<file path="src/rtl/birq_pkg.sv">
package birq_pkg;
  localparam int BASIC_N   = 8;
  localparam int HI_N      = 32;
  localparam int DATA_W    = 32;
  localparam int ADDR_W    = 6;
  localparam int N_DIR1    = 5;
  localparam int N_DIR2    = 6;
  localparam int SUM1_POS  = 8;
  localparam int SUM2_POS  = 9;
  localparam int DIR1_BASE = 10;
  localparam int DIR2_BASE = DIR1_BASE + N_DIR1;
  localparam int STAT_USED = DIR2_BASE + N_DIR2;
  localparam int FIQ_W     = 8;
  localparam int FIQ_IDX_W = 7;
  localparam int FIQ_EN_POS = 7;
  localparam int NSRC      = 2 * HI_N + BASIC_N;

  localparam logic [ADDR_W-1:0] OFS_STAT0 = 6'h00;
  localparam logic [ADDR_W-1:0] OFS_STAT1 = 6'h04;
  localparam logic [ADDR_W-1:0] OFS_STAT2 = 6'h08;
  localparam logic [ADDR_W-1:0] OFS_FIQ   = 6'h0C;
  localparam logic [ADDR_W-1:0] OFS_EN1   = 6'h10;
  localparam logic [ADDR_W-1:0] OFS_EN2   = 6'h14;
  localparam logic [ADDR_W-1:0] OFS_EN0   = 6'h18;
  localparam logic [ADDR_W-1:0] OFS_DIS1  = 6'h1C;
  localparam logic [ADDR_W-1:0] OFS_DIS2  = 6'h20;
  localparam logic [ADDR_W-1:0] OFS_DIS0  = 6'h24;

  // direct-bit source lists; order fixes the status bit position
  function automatic int dir1_src(int k);
    case (k)
      0: return 7;
      1: return 9;
      2: return 10;
      3: return 18;
      default: return 19;
    endcase
  endfunction

  function automatic int dir2_src(int k);
    case (k)
      0: return 21;
      1: return 22;
      2: return 23;
      3: return 24;
      4: return 25;
      default: return 30;
    endcase
  endfunction

  function automatic logic [HI_N-1:0] dir1_mask();
    logic [HI_N-1:0] m;
    m = '0;
    for (int k = 0; k < N_DIR1; k++) m[dir1_src(k)] = 1'b1;
    return m;
  endfunction

  function automatic logic [HI_N-1:0] dir2_mask();
    logic [HI_N-1:0] m;
    m = '0;
    for (int k = 0; k < N_DIR2; k++) m[dir2_src(k)] = 1'b1;
    return m;
  endfunction
endpackage

</file>
<file path="src/rtl/birq_group.sv">
module birq_group #(
  parameter int W = 32
) (
  input  logic         clk_i,
  input  logic         rst_ni,
  input  logic         en_wr_i,
  input  logic         dis_wr_i,
  input  logic [W-1:0] wdata_i,
  input  logic [W-1:0] src_i,
  output logic [W-1:0] pend_o
);
  logic [W-1:0] mask_q;

  always_ff @(posedge clk_i or negedge rst_ni) begin
    if (!rst_ni)       mask_q <= '0;
    else if (en_wr_i)  mask_q <= mask_q | wdata_i;
    else if (dis_wr_i) mask_q <= mask_q & ~wdata_i;
  end

  assign pend_o = src_i & mask_q;

  assert_enable_sets_R2: assert property (@(posedge clk_i) disable iff (!rst_ni)
    en_wr_i |=> ((mask_q & $past(wdata_i)) == $past(wdata_i)));
  assert_disable_clears_R3: assert property (@(posedge clk_i) disable iff (!rst_ni)
    (dis_wr_i && !en_wr_i) |=> ((mask_q & $past(wdata_i)) == '0));
  assert_idle_holds_R2: assert property (@(posedge clk_i) disable iff (!rst_ni)
    (!en_wr_i && !dis_wr_i) |=> $stable(mask_q));
endmodule

</file>
<file path="src/rtl/birq_basic_status.sv">
module birq_basic_status
  import birq_pkg::*;
(
  input  logic               clk_i,
  input  logic               rst_ni,
  input  logic [BASIC_N-1:0] pend0_i,
  input  logic [HI_N-1:0]    pend1_i,
  input  logic [HI_N-1:0]    pend2_i,
  output logic [DATA_W-1:0]  stat_o
);
  localparam logic [HI_N-1:0] M1 = dir1_mask();
  localparam logic [HI_N-1:0] M2 = dir2_mask();

  logic [N_DIR1-1:0] dir1;
  logic [N_DIR2-1:0] dir2;

  for (genvar k = 0; k < N_DIR1; k++) begin : g_dir1
    localparam int S = dir1_src(k);
    assign dir1[k] = pend1_i[S];
  end
  for (genvar k = 0; k < N_DIR2; k++) begin : g_dir2
    localparam int S = dir2_src(k);
    assign dir2[k] = pend2_i[S];
  end

  always_comb begin
    stat_o = '0;
    stat_o[BASIC_N-1:0]                = pend0_i;
    stat_o[SUM1_POS]                   = |(pend1_i & ~M1);
    stat_o[SUM2_POS]                   = |(pend2_i & ~M2);
    stat_o[DIR1_BASE +: N_DIR1]        = dir1;
    stat_o[DIR2_BASE +: N_DIR2]        = dir2;
  end

  assert_sum1_backed_R5: assert property (@(posedge clk_i) disable iff (!rst_ni)
    stat_o[SUM1_POS] |-> (pend1_i != '0));
  assert_sum2_backed_R5: assert property (@(posedge clk_i) disable iff (!rst_ni)
    stat_o[SUM2_POS] |-> (pend2_i != '0));
  for (genvar k = 0; k < N_DIR1; k++) begin : g_chk1
    assert_dir1_backed_R6: assert property (@(posedge clk_i) disable iff (!rst_ni)
      stat_o[DIR1_BASE + k] |-> (pend1_i != '0));
  end
  for (genvar k = 0; k < N_DIR2; k++) begin : g_chk2
    assert_dir2_backed_R6: assert property (@(posedge clk_i) disable iff (!rst_ni)
      stat_o[DIR2_BASE + k] |-> (pend2_i != '0));
  end
endmodule

</file>
<file path="src/rtl/birq_fiq_sel.sv">
module birq_fiq_sel
  import birq_pkg::*;
(
  input  logic            clk_i,
  input  logic            rst_ni,
  input  logic            wr_i,
  input  logic [FIQ_W-1:0] wdata_i,
  input  logic [NSRC-1:0] lin_src_i,
  output logic [FIQ_W-1:0] ctrl_o,
  output logic            fiq_o
);
  logic [FIQ_W-1:0]     ctrl_q;
  logic [FIQ_IDX_W-1:0] idx;
  logic                 in_range;

  always_ff @(posedge clk_i or negedge rst_ni) begin
    if (!rst_ni)   ctrl_q <= '0;
    else if (wr_i) ctrl_q <= wdata_i;
  end

  assign idx      = ctrl_q[FIQ_IDX_W-1:0];
  assign in_range = idx < FIQ_IDX_W'(NSRC);
  assign fiq_o    = ctrl_q[FIQ_EN_POS] && in_range && lin_src_i[idx];
  assign ctrl_o   = ctrl_q;

  assert_ctrl_capture_R9: assert property (@(posedge clk_i) disable iff (!rst_ni)
    wr_i |=> (ctrl_q == $past(wdata_i)));
  assert_ctrl_hold_R9: assert property (@(posedge clk_i) disable iff (!rst_ni)
    !wr_i |=> $stable(ctrl_q));
endmodule

</file>
<file path="src/rtl/banked_irq_ctrl.sv">
module banked_irq_ctrl
  import birq_pkg::*;
(
  input  logic               clk_i,
  input  logic               rst_ni,
  input  logic [BASIC_N-1:0] src_basic_i,
  input  logic [HI_N-1:0]    src_hi1_i,
  input  logic [HI_N-1:0]    src_hi2_i,
  input  logic               req_i,
  input  logic               we_i,
  input  logic [ADDR_W-1:0]  addr_i,
  input  logic [DATA_W-1:0]  wdata_i,
  output logic [DATA_W-1:0]  rdata_o,
  output logic               irq_o,
  output logic               fiq_o
);
  logic               wr;
  logic [BASIC_N-1:0] pend0;
  logic [HI_N-1:0]    pend1, pend2;
  logic [DATA_W-1:0]  stat0;
  logic [FIQ_W-1:0]   fiq_ctrl;

  assign wr = req_i && we_i;

  birq_group #(.W(BASIC_N)) u_grp0 (
    .clk_i, .rst_ni,
    .en_wr_i (wr && addr_i == OFS_EN0),
    .dis_wr_i(wr && addr_i == OFS_DIS0),
    .wdata_i (wdata_i[BASIC_N-1:0]),
    .src_i   (src_basic_i),
    .pend_o  (pend0)
  );

  birq_group #(.W(HI_N)) u_grp1 (
    .clk_i, .rst_ni,
    .en_wr_i (wr && addr_i == OFS_EN1),
    .dis_wr_i(wr && addr_i == OFS_DIS1),
    .wdata_i (wdata_i[HI_N-1:0]),
    .src_i   (src_hi1_i),
    .pend_o  (pend1)
  );

  birq_group #(.W(HI_N)) u_grp2 (
    .clk_i, .rst_ni,
    .en_wr_i (wr && addr_i == OFS_EN2),
    .dis_wr_i(wr && addr_i == OFS_DIS2),
    .wdata_i (wdata_i[HI_N-1:0]),
    .src_i   (src_hi2_i),
    .pend_o  (pend2)
  );

  birq_basic_status u_stat (
    .clk_i, .rst_ni,
    .pend0_i(pend0),
    .pend1_i(pend1),
    .pend2_i(pend2),
    .stat_o (stat0)
  );

  // linear order: group 1, group 2, basic
  birq_fiq_sel u_fiq (
    .clk_i, .rst_ni,
    .wr_i     (wr && addr_i == OFS_FIQ),
    .wdata_i  (wdata_i[FIQ_W-1:0]),
    .lin_src_i({src_basic_i, src_hi2_i, src_hi1_i}),
    .ctrl_o   (fiq_ctrl),
    .fiq_o    (fiq_o)
  );

  assign irq_o = |stat0;

  always_comb begin
    case (addr_i)
      OFS_STAT0: rdata_o = stat0;
      OFS_STAT1: rdata_o = pend1;
      OFS_STAT2: rdata_o = pend2;
      OFS_FIQ:   rdata_o = DATA_W'(fiq_ctrl);
      default:   rdata_o = '0;
    endcase
  end

  assert_irq_has_source_R8: assert property (@(posedge clk_i) disable iff (!rst_ni)
    irq_o |-> ((pend0 != '0) || (pend1 != '0) || (pend2 != '0)));
  assert_fiq_has_source_R10: assert property (@(posedge clk_i) disable iff (!rst_ni)
    fiq_o |-> ((src_basic_i != '0) || (src_hi1_i != '0) || (src_hi2_i != '0)));
  assert_fiq_needs_enable_R9: assert property (@(posedge clk_i) disable iff (!rst_ni)
    fiq_o |-> fiq_ctrl[FIQ_EN_POS]);
endmodule

</file>
<file path="config.mk">
export PLATFORM = sky130hd
export DESIGN_NAME = banked_irq_ctrl
export DESIGN_NICKNAME = d
export VERILOG_FILES = /design/src/rtl/birq_pkg.sv /design/src/rtl/birq_group.sv /design/src/rtl/birq_basic_status.sv /design/src/rtl/birq_fiq_sel.sv /design/src/rtl/banked_irq_ctrl.sv
export SDC_FILE = /design/constraint.sdc
export NUM_CORES = 1
export LEC_CHECK = 0
export CAP_MARGIN = 30
export CELL_PAD_IN_SITES_DETAIL_PLACEMENT = 0
export CELL_PAD_IN_SITES_GLOBAL_PLACEMENT = 1
export CORE_UTILIZATION = 44
export CTS_CLUSTER_DIAMETER = 40
export DETAILED_ROUTE_END_ITERATION = 10
export DONT_BUFFER_PORTS = 1
export PLACE_DENSITY = 0.76
export SLEW_MARGIN = 10
export SYNTH_ARGS = -nofsm -noshare
export SYNTH_HDL_FRONTEND = slang
export SYNTH_HIERARCHICAL = 1
export SYNTH_SLANG_ARGS = --single-unit
</file>
<file path="constraint.sdc">
create_clock -name clk_i -period 1.9 [get_ports clk_i]
set_clock_uncertainty 0.1 [all_clocks]
set_input_delay 0 -clock clk_i [delete_from_list [all_inputs] [get_ports clk_i]]
set_output_delay 0 -clock clk_i [all_outputs]
set_load 0.005 [all_outputs]
</file>
Yosys cells after proc, flatten, opt, wreduce, memory -nomap -nowiden
Index checks and enable logic that the tools add are counted.
{ "word_totals": {"reg_bits": 80, "in_bits": 114, "output_inout_bits": 34, "wordCells": 52} }
{ "classes": {"order_cmp": 2, "eq_ne": 9, "mux": 9, "bitwise": 11, "reduce_logical": 17} }
{ "op_table": {"columns": ["operator", "n"], "rows": [
  ["$and A32 B32 Y32", 4],
  ["$mux W32", 4],
  ["$pmux W32 S4", 1],
  ["$reduce_or A72 Y1", 1],
  ["$or A32 B32 Y32", 2],
  ["$not A32 Y32", 1],
  ["$reduce_or A27 Y1", 1],
  ["$reduce_or A26 Y1", 1],
  ["$eq A6 B5 Y1 const B", 4],
  ["$and A8 B8 Y8", 2],
  ["$mux W8", 2],
  ["$eq A6 B4 Y1 const B", 2],
  ["$eq A6 B6 Y1 const B", 2],
  ["$logic_and A1 B1 Y1", 10],
  ["$lt A7 B8 Y1 const B", 1],
  ["$not A8 Y8", 1],
  ["$or A8 B8 Y8", 1],
  ["$bmux W1 S7", 1],
  ["$lt A7 B7 Y1 const B", 1],
  ["$eq A6 B3 Y1 const B", 1],
  ["$logic_not A6 Y1", 1],
  ["$reduce_bool A2 Y1", 3],
  ["$mux W1", 1]
]} }

Logic depth before layout (Yosys ltp)
Gate-level depths: netlist of run 1.
{ "depth": {"word_depth": 4, "depth_mapped": 7, "mapped_depth_nobuf": 7} }

Hierarchy
Netlist of run 1, hierarchy kept.
{ "modules_own_cells": {"columns": ["module", "instances", "cells_per_inst", "area_each_um2", "seq_area_each_um2"], "rows": [
  ["birq_group at u_grp1 ...", 2, 134, 1450.1, 800.8],
  ["birq_fiq_sel", 1, 69, 1029.7, 200.2],
  ["banked_irq_ctrl", 1, 120, 873.3, 0.0],
  ["birq_group at u_grp0", 1, 34, 369.1, 200.2],
  ["birq_basic_status", 1, 49, 347.8, 0.0]
]} }

Worst setup path before layout of run 1
No wires, ideal clock.
{ "synth_timing": {"kind": "flip-flop to output port", "start": "reg (tool-made name)", "end": "out irq_o", "arrival_time_ns": 1.822, "required_ns": 1.800, "path_slack_ns": -0.022, "stages_incl_launch_ff": 8, "path_buffers": 0, "cell_sequence": "dfrtp_1 > and2_1 > or4_1 > nor3_2 > nand4_1 > nor4_1 > nand4_1 > or2_2"} }
{ "synth_rtl": {"columns": ["element", "line", "source"], "rows": [
  ["end, declared", "banked_irq_ctrl.sv:14", "output logic irq_o,"]
]} }

==> results of run 1 <==
## critical path, delay by kind of cell, from the launching register on
kind	cells	cell delay, ns
DFF	1	0.38
and+or+nand+nor	7	1.65
## power by group
group | internal, mW | switching (mW)
registers | 1.85 | 0.0887
clock network | 0.904 | 0.671
logic | 0.588 | 0.439
## cells in the final DEF, fill, tap and decap left out, types with 11 or more instances in the layout
master	n
and2_1	60
a22oi_1	24
mux2i_1	19
dfrtp_1	79
and2_4	12
a22o_1	72
dlygate4sd3_1	32
buf_4	78
o2bb2ai_1	22
nand2_1	77
conb_1	11
nor4_1	13
## worst max-delay path by stage
| stage | start | endpoint |
|---|---|---|
| after floorplan | flop | irq_o |
| after global routing | flop | irq_o |
| after CTS | flop | irq_o |
| final | flop | irq_o |
| after global placement | flop | irq_o |
| after detailed placement | flop | irq_o |
## stage by stage
step / power, mW / setup TNS [ns]
after floorplan: 2.48 / 0
after global placement: 2.73 / -0.365
after detailed placement: 2.75 / -0.431
after CTS: 4.52 / -1.33
after global routing: 4.72 / -1.61
final: 4.54 / -1.43
## cell families after synthesis
| family | synth area share |
|---|---|
| buffers and inverters | 0.0886 |
| muxes | 0.143 |
| other | 0.000679 |
| DFF | 0.363 |
| and+or+nand+nor | 0.203 |
| AOI/OAI and AO/OA | 0.202 |
## per-layer routing
metal | share of wire | track usage | vias to the layer above
li1 | - | - | 2159
met1 | 0.39 | 0.370 | 2406
met2 | 0.47 | 0.491 | 247
met3 | 0.11 | 0.123 | 30
met4 | 0.024 | 0.126 | 0
met5 | 0 | 0 | -
## layout make-up
type	count	area [um2]	share of cell area
inverters	2	7.51	0.00112
well taps	168	210	0.0313
flip-flops and latches	80	2000	0.299
repair buffers	116	1010	0.151
multi-input cells	404	3220	0.480
clock inverters	1	5.00	0.000746
clock buffers	13	250	0.0373
## what timing repair did
action / 4_1_cts / 5_1_grt
setup buffers: 4 / 1
pin swaps: 12 / 7
hold endpoints to repair: 160 / 80
gates resized for setup: 35 / 14
setup endpoints to repair: 4 / 4
gates cloned: 1 / 0
==> flow_summary.ini, run 1 <==
[status]
run_status = finished, violations left
violations = hold timing, setup timing

[floorplanning]
pin_count = 148
num_rows = 40
die_h_um = 114
die_x_um = 114
start_util = 0.456
coreArea_um2 = 12100
dieArea_um2 = 13000

[global_routing]
antenna_found_initial = 0
grt_first_pass_wirelength_mm = 29.1
grt_max_degree = 81
grt_pass1_vias = 5064
overflow = 0
track_usage = 0.308

[timing]
finalCriticalPeriod_ns = 2.50
fin_crit_sh = 1.32
finalSetupViolCount = 4
whs_ns = -0.758
slew_viol_final = 0
max_freq_mhz = 400
layout_setup_ws_ns = -0.599
relSlewSlack = 0.658
worstMarginPinSlew_ns = 0.511
rsz0062_at_grt = true
hold_violations = 80

[cells_and_area]
final_cells = 784
final_util = 0.554
fillCellCount = 1119
nNetsFinal = 727
final_cell_area_um2 = 6710
syn_to_final_growth_pct = 21.5
drive_above_1_share = 0.245
num_antenna_cells = 0

[run]
cap_violations = 0

[synthesis]
synth_edf_count = 0
yosysSeqAreaShare = 0.363
synth.most_common_cell = dfrtp_1
async_reset_ff_frac = 1.00
ys.flop_type = dfrtp_1
synth_top_area_cell = dfrtp_1
synth_area_per_cell_um2 = 10.2
ys_seq_elements = 80
netlist_area_um2 = 5520
synth_area_leaders = dfrtp_1 (36%), a22o_1 (11%), and2_1 (8.2%)
synthDistinctLibCells = 41
synth_top_area_share = 0.363
synth_warnings = 6
netlist_top_cells_count = dfrtp_1 (80), nand2_1 (77), a22o_1 (72), and2_1 (72), buf_4 (31)
synthCells = 540

[clocking]
cts-root-buf = clkbuf_16
insertion_delay_ns = 0.35
cts_buffers = 9
cts_hold_buf = 32
clock-sinks = 80
cts_tree = yes
htree_levels = 3
clkTransAtPathRegs_ns = 0.06
clockBufferDepth = 2

[place]
post-place-ws_ns = -0.295
port_buffers = 0
placed_cells = 732
post-dp-hpwl_mm = 14.3
place_congestion = 0.896
place_area_um2 = 5900

[min_path]
hp-class = in2async

[critical_path]
critPathRequiredTime_ns = 1.80
end_kind = primary output
crit_fanout = 2
r2r_end = u_fiq/ctrl_o[1]$_DFFE_PN0P_
critPathMostFrequentCell = nand4_1
r2r_slack_ns = 0.54
cp_slowest_cell = or4_4
r2r_start = u_fiq/ctrl_o[1]$_DFFE_PN0P_
cp_slowest_stage_delay_ns = 0.54
rr_worst_depth = 4
crit_path_cell_trace = and2_4, or4_4, nor3_4, nand4_1, nor4_2, nand4_1, or2_4
worstSetupPathType = reg2out
arrival_ns = 2.40
critPathLaunchType = flop

[routing]
drt_pass1_iterations = 5
via_count = 4842
routed_via_density = 6.18
wirelength_mm = 19.2
drc = 0
antenna_left = 0
wl_per_cell_um = 24.5
drtIter0Drc = 328

[power]
p_leak_nw = 2.81
peakVddDrop_uv = 576
powerDensity_nw_per_um2 = 676
(Power assumes the default switching activity.)
==> run 2, diff against run 1 <==
--- a/config.mk
+++ b/config.mk
@@ -8,7 +8,7 @@
 export CAP_MARGIN = 30
 export CELL_PAD_IN_SITES_DETAIL_PLACEMENT = 0
 export CELL_PAD_IN_SITES_GLOBAL_PLACEMENT = 1
-export CORE_UTILIZATION = 44
+export CORE_UTILIZATION = 43
 export CTS_CLUSTER_DIAMETER = 40
 export DETAILED_ROUTE_END_ITERATION = 10
 export DONT_BUFFER_PORTS = 1
@@ -16,5 +16,4 @@
 export SLEW_MARGIN = 10
 export SYNTH_ARGS = -nofsm -noshare
 export SYNTH_HDL_FRONTEND = slang
-export SYNTH_HIERARCHICAL = 1
 export SYNTH_SLANG_ARGS = --single-unit
==> flow_summary.ini, run 2 <==
[timing]
setup_tns_ns = -0.756
slew_viol_final = 0
fin_crit_sh = 1.17
relSlewSlack = 0.561
finalSetupViolCount = 4
whs_ns = -0.792
finalCriticalPeriod_ns = 2.23
hold_violations = 80
max_freq_mhz = 449
worstMarginPinSlew_ns = 0.655
rsz0062_at_grt = true
layout_setup_ws_ns = -0.328

[critical_path]
critPathBufInv = 1
crit_path_cell_trace = buf_4, mux4_2, mux2i_1, nor3b_2, o41ai_2, a21oi_2
critPathTopFamily = multiplexers
r2r_slack_ns = 0.52
rr_worst_depth = 2
worstSetupPathType = reg2out
worstSetupStartpoint = u_fiq.ctrl_o[1]$_DFFE_PN0P_
crit_fanout = 3
end_kind = primary output
arrival_ns = 2.13
critPathLaunchType = flop
crit_end = fiq_o
crit_cells = 6
critPathRequiredTime_ns = 1.80
cp_slowest_stage_delay_ns = 0.49
cp_slowest_cell = mux4_2

[clocking]
cts_buffers = 9
clkTransAtPathRegs_ns = 0.09
cts-root-buf = clkbuf_8
clock-sinks = 80
clockBufferDepth = 2
cts_tree = yes
cts_hold_buf = 38
insertion_delay_ns = 0.37
htree_levels = 3

[global_routing]
grt_first_pass_wirelength_mm = 27.9
grt_max_degree = 81
antenna_found_initial = 0
overflow = 0
grt_pass1_vias = 4571
track_usage = 0.330

[synthesis]
synth_top_area_cell = dfrtp_1
netlist_area_um2 = 4790
synth.most_common_cell = nand2_1
syn_nets = 610
synth_area_leaders = dfrtp_1 (42%), a22o_1 (13%), nand2_1 (12%)
synthDistinctLibCells = 46
ys_seq_elements = 80
synth_area_per_cell_um2 = 9.66
synth_top_area_share = 0.418
ys.flop_type = dfrtp_1
synth_edf_count = 0
async_reset_ff_frac = 1.00
synth_warnings = 0
yosysSeqAreaShare = 0.418
netlist_top_cells_count = nand2_1 (151), dfrtp_1 (80), a22o_1 (72)
synthCells = 496

[cells_and_area]
final_cell_area_um2 = 5830
final_cells = 703
num_antenna_cells = 0
multi_input_area_um2 = 2720
nNetsFinal = 672
fillCellCount = 1040
final_common_cell = nand2_1
drive_above_1_share = 0.204
final_cell_mix = nand2_1 (138), dfrtp_1 (80), a22o_1 (72)
ff_latch_area_um2 = 2000
syn_to_final_growth_pct = 21.6

[routing]
drtIter0Drc = 579
routed.top_layer = met4
drt_pass1_iterations = 7
wirelength_mm = 18.4
wl_met2_mm = 8.45
dr_wl_met3_mm = 1.82
antenna_left = 0
routed_via_density = 6.61
wl_met1_mm = 7.58
via_count = 4645
drc = 0
wl_per_cell_um = 26.1

[floorplanning]
coreArea_um2 = 10800
die_h_um = 108
die_x_um = 108
pin_count = 148
dieArea_um2 = 11600
num_rows = 38
start_util = 0.442

[place]
port_buffers = 0
post-dp-hpwl_mm = 13.7
place_congestion = 0.930
placed_cells = 632
place_area_um2 = 5050

[power]
powerDensity_nw_per_um2 = 696
p_leak_nw = 2.40
peakVddDrop_uv = 495

[min_path]
hp-class = in2async

[status]
run_status = finished, violations left
violations = hold timing, setup timing

[run]
cap_violations = 0
==> run 2: cell types whose count changed after synthesis, sizes merged, moves of 7 or more <==
cell and change:
nand2 +75, nand3 +14, mux2i -20, nand4 +7, o22ai +7, o2bb2ai -24, o221ai +13, o21ai +9
a22oi -16, and2 -70, nor4 -17, buf -31
==> run 2: cell families after synthesis <==
family                 share of synthesized area
AOI/OAI and AO/OA                          0.227
muxes                                      0.111
buffers and inverters                     0.0326
and+or+nand+nor                            0.211
DFF                                        0.418
==> run 2: cell type report <==
type                       count  area share
multi-input combinational    386       0.467
sequential                    80       0.344
timing repair buffer          79       0.124
tap                          140      0.0301
clock buffer                  13      0.0273
clock inverter                 3     0.00687
inverter                       2     0.00129
==> run 2: power by group <==
group,switching [mW],total [mW],internal (mW),leakage (nW)
sequential,0.121,1.96,1.84,1.09
combinational,0.339,0.767,0.428,1.20
clock,0.647,1.32,0.677,0.103
==> run 2: worst min path at each step <==
stage                     slack, ns         to  depth (start not counted)    from
after floorplan               -0.40  async pin                          0  rst_ni
after global placement        -0.39  async pin                          0  rst_ni
after detailed placement      -0.39  async pin                          0  rst_ni
after CTS                     -0.81  async pin                          0  rst_ni
after global routing          -0.81  async pin                          0  rst_ni
final                         -0.79  async pin                          0  rst_ni
==> run 2: stage by stage <==
stage          worst slack (ns)  total power, mW  utilization
2_1_floorplan             0.236             2.37            -
3_3_place_gp            -0.0305             2.54        0.466
3_5_place_dp            0.00459             2.55        0.466
4_1_cts                  -0.325             4.00        0.527
5_1_grt                  -0.427             4.21        0.538
6_report                 -0.328             4.05        0.538
==> run 2: metal layers <==
layer,track usage,vias to the layer above
li1,-,2014
met1,0.437,2299
met2,0.509,285
met3,0.0981,47
met4,0.121,0
met5,0,-
==> run 2: what timing repair did <==
item | in CTS | in global routing
endpoints found under the hold margin | 160 | 80
setup buffers | 9 | 10
resized for setup | 13 | 17
setup endpoints to repair | 4 | 4
pin swaps | 10 | 13
==> run 3, diff against run 2 <==
--- a/config.mk
+++ b/config.mk
@@ -5,9 +5,11 @@
 export SDC_FILE = /design/constraint.sdc
 export NUM_CORES = 1
 export LEC_CHECK = 0
+export ABC_CLOCK_PERIOD_IN_PS = 1900
 export CAP_MARGIN = 30
 export CELL_PAD_IN_SITES_DETAIL_PLACEMENT = 0
 export CELL_PAD_IN_SITES_GLOBAL_PLACEMENT = 1
+export CORE_MARGIN = 2
 export CORE_UTILIZATION = 43
 export CTS_CLUSTER_DIAMETER = 40
 export DETAILED_ROUTE_END_ITERATION = 10
==> flow_summary.ini, run 3 (same netlist as run 2, synthesis figures left out) <==
[critical_path]
critPathLaunchType = flop
rr_worst_depth = 2
arrival_ns = 2.11
crit_fanout = 5
end_kind = primary output
critPathRequiredTime_ns = 1.80
worstSetupPathType = reg2out

[clocking]
clkTransAtPathRegs_ns = 0.08
htree_levels = 3
cts-root-buf = clkbuf_8
cts_hold_buf = 40
clockBufferDepth = 2
cts_tree = yes
cts_buffers = 9
clock-sinks = 80
insertion_delay_ns = 0.37

[cells_and_area]
fillCellCount = 1009
final_cell_mix = nand2_1 (143), dfrtp_1 (80), a22o_1 (72)
drive_above_1_share = 0.180
nNetsFinal = 668
ff_latch_area_um2 = 2000
final_common_cell = nand2_1
syn_to_final_growth_pct = 20.0
num_antenna_cells = 0
multi_input_area_um2 = 2690

[floorplanning]
dieArea_um2 = 12000
coreArea_um2 = 10800
start_util = 0.442
die_h_um = 110
num_rows = 38
die_x_um = 110
pin_count = 148

[global_routing]
grt_pass1_vias = 4649
grt_max_degree = 81
track_usage = 0.318
overflow = 0
antenna_found_initial = 0
grt_first_pass_wirelength_mm = 27.6

[routing]
drtIter0Drc = 518
drc = 0
drt_pass1_iterations = 5
routed_via_density = 6.65
wirelength_mm = 18.5
wl_per_cell_um = 26.6
antenna_left = 0
via_count = 4633

[place]
place_congestion = 0.972
post-dp-hpwl_mm = 13.8
port_buffers = 0

[power]
p_leak_nw = 2.34
peakVddDrop_uv = 749
powerDensity_nw_per_um2 = 674

[timing]
relSlewSlack = 0.582
slew_viol_final = 0
finalSetupViolCount = 3
finalCriticalPeriod_ns = 2.21
rsz0062_at_grt = true
worstMarginPinSlew_ns = 0.623
max_freq_mhz = 453
whs_ns = -0.783
fin_crit_sh = 1.16
hold_violations = 80
layout_setup_ws_ns = -0.310
setup_tns_ns = -0.679

[run]
cap_violations = 0

[status]
run_status = finished, violations left
violations = hold timing, setup timing

[min_path]
hp-class = in2async
-- run 3: changes by cell type in the layout (fill, tap and decap cells not counted), moves of 2 or more --
cell / previous run / this run
nor2_1: 7 / 5
nand2_1: 138 / 143
nor2_2: 3 / 5
dlygate4sd3_1: 38 / 40
nand2_2: 14 / 9
clkinv_2: 2 / 0
buf_4: 37 / 30
-- run 3: worst paths after layout --
path / slack, ns / to / from
setup / recovery: -0.31 / fiq_o / u_fiq.ctrl_o[0]$_DFFE_PN0P_
hold / removal: -0.78 / async pin / rst_ni
setup reg to reg: 0.53 / flop / flop
hold reg to reg: 0.40 / flop / flop
max in group asynchronous: 2.34 / async pin / rst_ni
min in group clk_i: 0.02 / rdata_o[5] / src_basic_i[5]
-- run 3: repair_timing --
item / CTS / global route
setup endpoints to repair: 3 / 3
gates cloned: 0 / 0
pin swaps: 3 / 7
buffers inserted: 5 / 6
endpoints found under the hold margin: 160 / 80
gates resized for setup: 12 / 11
-- run 3: critical path, cell delays in order (launching register included) --
cell and delay (ns):
dfrtp_1 0.38, buf_6 0.14, mux4_2 0.52, nor2_2 0.12, o31ai_2 0.09, o41ai_2 0.36
a21oi_2 0.12
-- run 3: cell type report --
| type | count | share of cell area |
|---|---|---|
| multi-input combinational | 386 | 0.468 |
| sequential | 80 | 0.348 |
| timing repair buffer | 75 | 0.122 |
| tap | 140 | 0.0305 |
| clock buffer | 14 | 0.0300 |
| inverter | 2 | 0.00131 |
-- run 3: stage by stage --
| stage | setup slack, ns | cells | utilization | power [mW] | instance area [um2] |
|---|---|---|---|---|---|
| 2_1_floorplan | 0.236 | 496 | - | 2.37 | 4790 |
| 3_3_place_gp | -0.0520 | 632 | 0.465 | 2.52 | 5040 |
| 3_5_place_dp | 0.0141 | 632 | 0.465 | 2.53 | 5040 |
| 4_1_cts | -0.321 | 691 | 0.523 | 3.83 | 5670 |
| 5_1_grt | -0.396 | 697 | 0.530 | 4.02 | 5750 |
| 6_report | -0.310 | 697 | 0.530 | 3.88 | 5750 |
-- run 3: power by group --
part           total [mW]  internal [mW]  switching, mW
combinational       0.732          0.396          0.336
clock                1.19          0.570          0.619
sequential           1.96           1.84          0.114
-- run 3: layer usage --
metal	global-route usage	wire (um)	vias to the layer above
met2	0.490	8560	297
met1	0.411	7360	2302
met4	0.118	497	0
met3	0.115	2090	35
met5	0	0	-
li1	-	-	1999
